===== config.mk =====
export PLATFORM = sky130hd
export DESIGN_NAME = ctx_stage_reg
export DESIGN_NICKNAME = d
export VERILOG_FILES = /design/src/rtl/ctx_pkg.sv /design/src/rtl/ctx_slice.sv /design/src/rtl/ctx_bank.sv /design/src/rtl/ctx_seq.sv /design/src/rtl/ctx_stage_reg.sv
export SDC_FILE = /design/constraint.sdc
export NUM_CORES = 1
export LEC_CHECK = 0
export BUFFER_PORTS_ARGS = -buffer_cell sky130_fd_sc_hd__buf_2
export CAP_MARGIN = 15
export CELL_PAD_IN_SITES_DETAIL_PLACEMENT = 0
export CELL_PAD_IN_SITES_GLOBAL_PLACEMENT = 1
export CORE_MARGIN = 2
export CORE_UTILIZATION = 41
export DETAILED_ROUTE_END_ITERATION = 10
export GPL_ROUTABILITY_DRIVEN = 0
export HOLD_SLACK_MARGIN = 0.03
export PLACE_DENSITY = 0.79
export SYNTH_ARGS = -nofsm -noshare
export SYNTH_HDL_FRONTEND = slang
export SYNTH_SLANG_ARGS = --single-unit

===== constraint.sdc =====
create_clock -name clk -period 4.61 [get_ports clk]
set_input_delay 0.6915 -clock clk [delete_from_list [all_inputs] [get_ports clk]]
set_output_delay 0.6915 -clock clk [all_outputs]
set_load 0.02 [all_outputs]

===== src/rtl/ctx_pkg.sv =====
package ctx_pkg;
    typedef enum logic [0:0] {
        ST_RUN     = 1'b0,
        ST_RESTORE = 1'b1
    } ctx_state_e;
endpackage


===== src/rtl/ctx_slice.sv =====
// One bit of stage state for all threads, driven by shared controls.
module ctx_slice #(
    parameter int N  = 4,
    parameter int IW = 2
) (
    input  logic          clk,
    input  logic          rst_n,
    input  logic          sv_we,
    input  logic [IW-1:0] sv_idx,
    input  logic          sv_bit,
    input  logic          bg_we,
    input  logic [IW-1:0] bg_idx,
    input  logic          bg_bit,
    input  logic [IW-1:0] rd_idx,
    output logic          rd_bit
);
    logic [N-1:0] cells;

    always_ff @(posedge clk) begin
        if (!rst_n) begin
            cells <= '0;
        end else begin
            for (int i = 0; i < N; i++) begin
                if (bg_we && bg_idx == IW'(i)) begin
                    cells[i] <= bg_bit;
                end else if (sv_we && sv_idx == IW'(i)) begin
                    cells[i] <= sv_bit;
                end
            end
        end
    end

    assign rd_bit = cells[rd_idx];
endmodule


===== src/rtl/ctx_bank.sv =====
// Backing store: W+1 slices sharing thread-select and write controls.
module ctx_bank #(
    parameter int W  = 8,
    parameter int N  = 4,
    parameter int IW = 2
) (
    input  logic          clk,
    input  logic          rst_n,
    input  logic          sv_we,
    input  logic [IW-1:0] sv_idx,
    input  logic [W:0]    sv_word,
    input  logic          bg_we,
    input  logic [IW-1:0] bg_idx,
    input  logic [W:0]    bg_word,
    input  logic [IW-1:0] rd_idx,
    output logic [W:0]    rd_word
);
    localparam int SLICES = W + 1;

    for (genvar b = 0; b < SLICES; b++) begin : g_slice
        ctx_slice #(.N(N), .IW(IW)) u_slice (
            .clk    (clk),
            .rst_n  (rst_n),
            .sv_we  (sv_we),
            .sv_idx (sv_idx),
            .sv_bit (sv_word[b]),
            .bg_we  (bg_we),
            .bg_idx (bg_idx),
            .bg_bit (bg_word[b]),
            .rd_idx (rd_idx),
            .rd_bit (rd_word[b])
        );
    end
endmodule


===== src/rtl/ctx_seq.sv =====
// Switch sequencer: run / restore window of RD_LAT cycles.
module ctx_seq
    import ctx_pkg::*;
#(
    parameter int RD_LAT = 2,
    parameter int IW     = 2
) (
    input  logic          clk,
    input  logic          rst_n,
    input  logic          sw_req,
    input  logic [IW-1:0] sw_tid,
    input  logic [IW-1:0] act_tid,
    output logic          accept,
    output logic          finish,
    output logic          restoring
);
    localparam int CW = (RD_LAT > 1) ? $clog2(RD_LAT) : 1;

    ctx_state_e state, state_nx;
    logic [CW-1:0] cnt, cnt_nx;

    always_ff @(posedge clk) begin
        if (!rst_n) begin
            state <= ST_RUN;
            cnt   <= '0;
        end else begin
            state <= state_nx;
            cnt   <= cnt_nx;
        end
    end

    always_comb begin
        state_nx  = state;
        cnt_nx    = cnt;
        accept    = 1'b0;
        finish    = 1'b0;
        restoring = 1'b0;
        unique case (state)
            ST_RUN: begin
                if (sw_req && sw_tid != act_tid) begin
                    accept   = 1'b1;
                    state_nx = ST_RESTORE;
                    cnt_nx   = CW'(RD_LAT - 1);
                end
            end
            ST_RESTORE: begin
                restoring = 1'b1;
                if (cnt == '0) begin
                    finish   = 1'b1;
                    state_nx = ST_RUN;
                end else begin
                    cnt_nx = cnt - 1'b1;
                end
            end
            default: state_nx = ST_RUN;
        endcase
    end


    sw_enter_chk: assert property (@(posedge clk) disable iff (!rst_n)
        accept |=> (state == ST_RESTORE));


    same_ign_chk: assert property (@(posedge clk) disable iff (!rst_n)
        (state == ST_RUN && sw_req && sw_tid == act_tid) |=> (state == ST_RUN));
endmodule


===== src/rtl/ctx_stage_reg.sv =====
module ctx_stage_reg #(
    parameter int W      = 8,
    parameter int N      = 4,
    parameter int RD_LAT = 2
) (
    input  logic                 clk,
    input  logic                 rst_n,
    input  logic                 cap_en,
    input  logic [W-1:0]         d_in,
    input  logic                 d_valid,
    input  logic                 sw_req,
    input  logic [$clog2(N)-1:0] sw_tid,
    input  logic                 bg_we,
    input  logic [$clog2(N)-1:0] bg_tid,
    input  logic [W-1:0]         bg_data,
    output logic [W-1:0]         q,
    output logic                 q_valid,
    output logic                 stall,
    output logic                 busy,
    output logic [$clog2(N)-1:0] act_tid
);
    localparam int IW = $clog2(N);
    localparam int LW = $clog2(RD_LAT + 2);

    logic [IW-1:0] act_q;
    logic [W-1:0]  q_r;
    logic          qv_r;
    logic          save_pend;
    logic [IW-1:0] save_idx;
    logic [W:0]    save_word;
    logic          accept, finish, restoring;
    logic          bg_ok;
    logic [W:0]    bank_rd, load_word;

    ctx_seq #(.RD_LAT(RD_LAT), .IW(IW)) u_seq (
        .clk       (clk),
        .rst_n     (rst_n),
        .sw_req    (sw_req),
        .sw_tid    (sw_tid),
        .act_tid   (act_q),
        .accept    (accept),
        .finish    (finish),
        .restoring (restoring)
    );

    // In run mode the active thread's slot is not a background target.
    assign bg_ok = bg_we && (restoring || bg_tid != act_q);

    ctx_bank #(.W(W), .N(N), .IW(IW)) u_bank (
        .clk     (clk),
        .rst_n   (rst_n),
        .sv_we   (save_pend),
        .sv_idx  (save_idx),
        .sv_word (save_word),
        .bg_we   (bg_ok),
        .bg_idx  (bg_tid),
        .bg_word ({1'b1, bg_data}),
        .rd_idx  (act_q),
        .rd_word (bank_rd)
    );

    // A result landing on the restoring thread this edge is forwarded.
    assign load_word = (bg_ok && bg_tid == act_q) ? {1'b1, bg_data} : bank_rd;

    always_ff @(posedge clk) begin
        if (!rst_n) begin
            act_q     <= '0;
            q_r       <= '0;
            qv_r      <= 1'b0;
            save_pend <= 1'b0;
            save_idx  <= '0;
            save_word <= '0;
        end else begin
            save_pend <= accept;
            if (accept) begin
                save_idx  <= act_q;
                save_word <= {qv_r, q_r};
                act_q     <= sw_tid;
                qv_r      <= 1'b0;
            end else if (finish) begin
                q_r  <= load_word[W-1:0];
                qv_r <= load_word[W];
            end else if (!restoring && cap_en) begin
                q_r  <= d_in;
                qv_r <= d_valid;
            end
        end
    end

    assign q       = q_r;
    assign q_valid = qv_r;
    assign stall   = restoring;
    assign busy    = restoring;
    assign act_tid = act_q;

    // Window-length checker.
    logic [LW-1:0] stall_len;
    always_ff @(posedge clk) begin
        if (!rst_n)     stall_len <= '0;
        else if (stall) stall_len <= stall_len + 1'b1;
        else            stall_len <= '0;
    end


    stall_len_chk: assert property (@(posedge clk) disable iff (!rst_n)
        stall |-> (stall_len < LW'(RD_LAT)));


    stall_inval_chk: assert property (@(posedge clk) disable iff (!rst_n)
        stall |-> !q_valid);


    busy_hold_chk: assert property (@(posedge clk) disable iff (!rst_n)
        busy |=> (act_tid == $past(act_tid)));


    sw_stall_chk: assert property (@(posedge clk) disable iff (!rst_n)
        (!busy && sw_req && sw_tid != act_tid) |=> (stall && act_tid == $past(sw_tid)));
endmodule


# == Word level (Yosys, flattened, before mapping) ==
# Cells that the tools add are included.
# classes
mux,105
reduce_logical,23
n_lt_le_gt_ge,1
n_eq_ne,10
addsub,1
bitwise,3
# ops
cell,count
$mux W1,91
$bmux W1 S2,9
$mux W8,2
$logic_and A1 B1 Y1,12
$reduce_bool A2 Y1,5
$mux W9,1
$eq A2 B2 Y1 const B,4
$eq A2 B1 Y1 const B,2
$logic_not A2 Y1,2
$ne A2 B2 Y1,2
$pmux W1 S2,2
$lt A2 B3 Y1 const B,1
$not A1 Y1,3
$eq A2 B2 Y1,1
$ne A2 B1 Y1 const B,1
$reduce_and A2 Y1,1
$reduce_or A2 Y1,1
$logic_not A1 Y1,1
$logic_or A1 B1 Y1,1
$sub A1 B1 Y1 const B,1
# word_totals
in_bits,26
word_cells,187
register_bits,61
output_inout_bits,13

# == Logic depth before layout (Yosys ltp) ==
# depth
word_depth,6
depth_mapped,7
depth_no_buf,4

# == By module ==
# A second synthesis with hierarchy kept.
# unflattened
cells_unflattened,379
hier_area_um2,3368.2
# modules_own_cells
module,instances,cells_each,seq_area_each_um2,area_per_inst_um2
ctx_slice,9,30,80.1,249.0
ctx_stage_reg,1,97,460.4,1012.2
ctx_seq,1,12,40.0,115.1

# == Worst setup path after synthesis ==
# No wires, ideal clock.
# synth_timing
path_kind,input to register
startpoint,input bg_tid[1]
endpoint,register u_bank.g_slice[0].u_slice.cells[0]
path_buffers,2
t_required_ns,4.494
slack_ns,2.823
t_arrival_ns,1.671
setup_time_ns,0.116
cell_stages,4
path_cell_list,or4b_1 -> buf_2 -> buf_6 -> o211a_1
# synth_via
elab_chain_cells,5
elab_cells_between_ends,7
cone_classes,eq/ne: 1; mux: 1; reduce/logical: 5
# synth_lines
item,line_no,source
start: declaration,ctx_stage_reg.sv:14,"input logic [$clog2(N)-1:0] bg_tid,"
$ne A2 B2 Y1,ctx_stage_reg.sv:47,assign bg_ok = bg_we && (restoring || bg_tid != act_q);
$logic_or A1 B1 Y1,ctx_stage_reg.sv:47,
$logic_and A1 B1 Y1,ctx_stage_reg.sv:47,
$logic_and A1 B1 Y1 (*),ctx_slice.sv:24,if (bg_we && bg_idx == IW'(i)) begin
$mux W1 or $reduce_bool A2 Y1 (tied branches),--,
end signal: indexed assignment,ctx_slice.sv:25,cells[i] <= bg_bit;
end signal: indexed assignment,ctx_slice.sv:27,cells[i] <= sv_bit;
end: declaration,ctx_slice.sv:17,logic [N-1:0] cells;
# Mark *: on every way between the ends. The rest lies on a longest branch, timed or not.
# A chain may end at the register's enable or synchronous reset.

# == Worst setup path in the final report ==
# layout_timing
startpoint,"register act_q[0], in the netlist act_tid[0]"
endpoint,"register q_r[6], in the netlist q[6]"
# layout_via
elab_chain_cells,6
elab_cells_between_ends,15
cone_classes,eq/ne: 3; mux: 6; bitwise: 1; reduce/logical: 5
# layout_lines
item,line_no,source
start: declaration,ctx_stage_reg.sv:25,logic [IW-1:0] act_q;
start signal: assignment,ctx_stage_reg.sv:78,act_q <= sw_tid;
"$ne A2 B2 Y1, on equally long branches","ctx_seq.sv:40, ctx_stage_reg.sv:47",
$logic_and A1 B1 Y1 or $logic_or A1 B1 Y1 (tied branches),"ctx_seq.sv:40, ctx_stage_reg.sv:47",
$mux W1 or $logic_and A1 B1 Y1 (tied branches),"ctx_seq.sv:40, ctx_stage_reg.sv:47",
$mux W1 or $logic_and A1 B1 Y1 (tied branches),"ctx_seq.sv:38, ctx_stage_reg.sv:63",
$not A1 Y1 (no source line) or $mux W9 (tied branches),--,
$reduce_and A2 Y1 (no source line) or $mux W8 (tied branches),--,
end signal: assignment,ctx_stage_reg.sv:81,q_r <= load_word[W-1:0];
end signal: assignment,ctx_stage_reg.sv:84,q_r <= d_in;
end: declaration,ctx_stage_reg.sv:26,logic [W-1:0] q_r;
# Parallel ways exist; a longest one is shown, timed or not. The select of a mux whose other input is x is not followed.

==> out/qor.csv <==
stage,metric,value,unit
finish,layout-drive-gt1-share,19.2,%
global_route,met3_usage,5.56,%
setup_path,cp-start-kind,flip-flop,
power,power_density,353,nW/um^2
clock_network,cts_tree,done,
setup_path,worst_setup_path_end_kind,flip-flop,
place,port_buffers,38,
clock_network,ctsHoldBuffers,0,
die,die_area,8370,sq um
power,p_leak,1.86,nW
logic_synthesis,synth-seq-cells,61,
sta,setup_violations,0,
sta,holdWs,0.497,ns
power,ir_drop,0.296,mV
die,rows,31,
finish,finish.utilization,47.9,%
global_route,grt_pass1_wl,12.2,mm
setup_path,path_class,reg2reg,
die,die_x,91.5,um
logic_synthesis,yosysTopAreaCellShare,38.9,%
finish,seqCellArea,1220,sq um
global_route,grt-ovfl-total,0,
job,drv_cap,0,
logic_synthesis,synth_area,3140,sq um
clock_network,clockBufferDepth,2,
logic_synthesis,synth_area_per_cell,9.90,sq um
finish,post-route-cell-area,3510,sq um
logic_synthesis,ys_warn_count,0,
clock_network,cts_buffers,9,
detailed_routing,avgViaCountPerCell,5.47,
place,dpl_cell_area,3310,sq um
finish,antennaDiodeCount,0,
logic_synthesis,yosysTopAreaCell,dfxtp_1,
place,dp.cells,427,
setup_path,critPathMaxFanout,18,
die,io_pins,39,
logic_synthesis,synth_area_leaders,"dfxtp_1 (39%), mux2i_1 (14%), o211a_1 (10%)",
clock_network,clk_pin_slew,0.07,ns
logic_synthesis,syn_nets,343,
finish,nets,365,
finish,multi_input_area,1770,sq um
sta,period_share,50.2,%
clock_network,cts_resized,0,
sta,maxSlewViolCount,0,
detailed_routing,routed_wl,7.44,mm
clock_network,htree_levels,3,
sta,fmax,0.432,GHz
die,die_h,91.5,um
global_route,grt_max_degree,71,
hold_path,hold_path_depth,2,
sta,tightest_slew,1.14,ns
run_status,status,"finished, final reports clean",
detailed_routing,drc_errors,0,
sta,setup_tns,0,ns
detailed_routing,postRouteAntennaNets,0,
sta,max-slew-margin-rel,24.0,%
detailed_routing,dr.pass1.iters,4,
clock_network,root_buffer,clkbuf_8,
finish,synthToLayoutAreaGrowth,11.9,%
finish,fin_cells,443,
global_route,grtUsageMet1,25.4,%
sta,rsz0062_at_grt,false,
detailed_routing,drt_iter0_markers,153,
logic_synthesis,ys_seq_area_share,38.9,%
global_route,grt_pass1_vias,2292,
logic_synthesis,post_synth_inst_count,317,
detailed_routing,routedWlPerCell,16.8,um
global_route,use_met2,29.4,%
clock_network,cts.sink_count,61,
sta,hold_viol,0,
die,core_area,7330,sq um
die,start_util,42.8,%
global_route,grtUsageTotal,18.8,%
setup_path,crit_required,4.87,ns
finish,nFillCells,709,
place,hpwl,4.86,mm
detailed_routing,vias,2422,
setup_path,reg2regPathDepth,4,
sta,finClkSkew,0.00827,ns
logic_synthesis,synth_async_sr_flop_share,0,%
logic_synthesis,yosysUniqueCellTypes,31,
global_route,grt_busiest_layer,met2,
clock_network,clock_latency,0.34,ns
sta,fin_crit,2.31,ns
clock_network,cts_setup_buffers,0,
logic_synthesis,synth_flop_cell,dfxtp_1,
hold_path,hp-class,reg2reg,
global_route,antenna_found_initial,0,
setup_path,arrival,2.57,ns
logic_synthesis,synth_edf_count,0,
[layout make-up]
| cell class | instances | area share [%] |
|---|---|---|
| flip-flops and latches | 61 | 34.8 |
| multi-input cells | 228 | 50.4 |
| well taps | 99 | 3.53 |
| clock buffers | 10 | 3.92 |
| repair buffers | 39 | 5.63 |
| clock inverters | 6 | 1.78 |
[where the power goes]
group | internal [mW] | total (mW) | switching (mW) | leakage (nW)
logic | 0.0748 | 0.172 | 0.0972 | 1.27
clock network | 0.262 | 0.476 | 0.214 | 0.0943
registers | 0.559 | 0.593 | 0.0337 | 0.498
[cells in the mapped netlist (2+ instances only)]
| library cell | number |
|---|---|
| mux4_2 | 6 |
| buf_4 | 2 |
| mux2i_1 | 44 |
| buf_6 | 3 |
| buf_2 | 14 |
| xnor2_1 | 2 |
| dfxtp_1 | 61 |
| a21oi_2 | 2 |
| o221ai_1 | 9 |
| and3_1 | 8 |
| clkbuf_1 | 9 |
| nand2b_1 | 3 |
| nor3_1 | 3 |
| nor3b_1 | 3 |
| a21boi_0 | 16 |
| xor2_1 | 2 |
| a21boi_1 | 2 |
| nand3b_1 | 4 |
| mux4_1 | 3 |
| nand3_1 | 9 |
| nand2_1 | 71 |
| o211a_1 | 32 |
[worst max-delay path, stage by stage (launching register included)]
cell	delay [ns]
dfxtp_1	0.94
xnor2_1	0.25
a21oi_2	0.61
a21oi_2	0.18
o221ai_1	0.23
[per-layer routing]
layer	routed length, um	vias up	share of wire [%]
met3	319	5	4.3
met2	3630	53	49
met1	3440	1163	46
li1	-	1201	-
met5	0	-	0
met4	48	0	0.65
[worst paths after layout]
kind | slack, ns | to | from
setup / recovery | 2.30 | q[6] | act_tid[0]
hold / removal | 0.50 | save_word[7] | q[7]
setup reg to reg | 2.30 | q[6] | act_tid[0]
hold reg to reg | 0.50 | save_word[7] | q[7]
[flip-flops by register name, summed over array words and instances (netlist names)]
name and flops:
u_bank.g_slice.u_slice.cells 36, save_word 9, q 8, act_tid 2
save_idx 2, q_valid 1, save_pend 1, u_seq.cnt 1
u_seq.state 1
[layout by cell type, fill, tap and decap left out, types with 3 or more instances in the layout]
cell type and count:
nand3b_1 4, and3_1 8, nand2_1 71, mux4_1 3, clkinvlp_4 3, mux2i_1 44
clkbuf_8 10, dfxtp_1 61, buf_2 38, o211a_1 32, a21boi_0 16, nor3_1 3
nand3_1 9, nand2b_1 3, o221ai_1 9, mux4_2 6
[cell families (layout without fill, tap and decap cells)]
family,Yosys count,in the layout,share of synthesized area (%)
compound gates,63,63,18.0
xor+xnor,4,4,1.12
buf+inv,28,55,4.86
flops,61,61,38.9
mux,53,53,20.9
simple gates,108,108,16.3
[per-stage QoR]
step | power (mW) | worst slack (ns)
after detailed placement | 0.777 | 2.22
after floorplan | 0.725 | 2.82
final | 1.24 | 2.30
after global placement | 0.773 | 2.26
after CTS | 1.25 | 2.24
after global routing | 1.30 | 2.00
(Power assumes the default switching activity.)
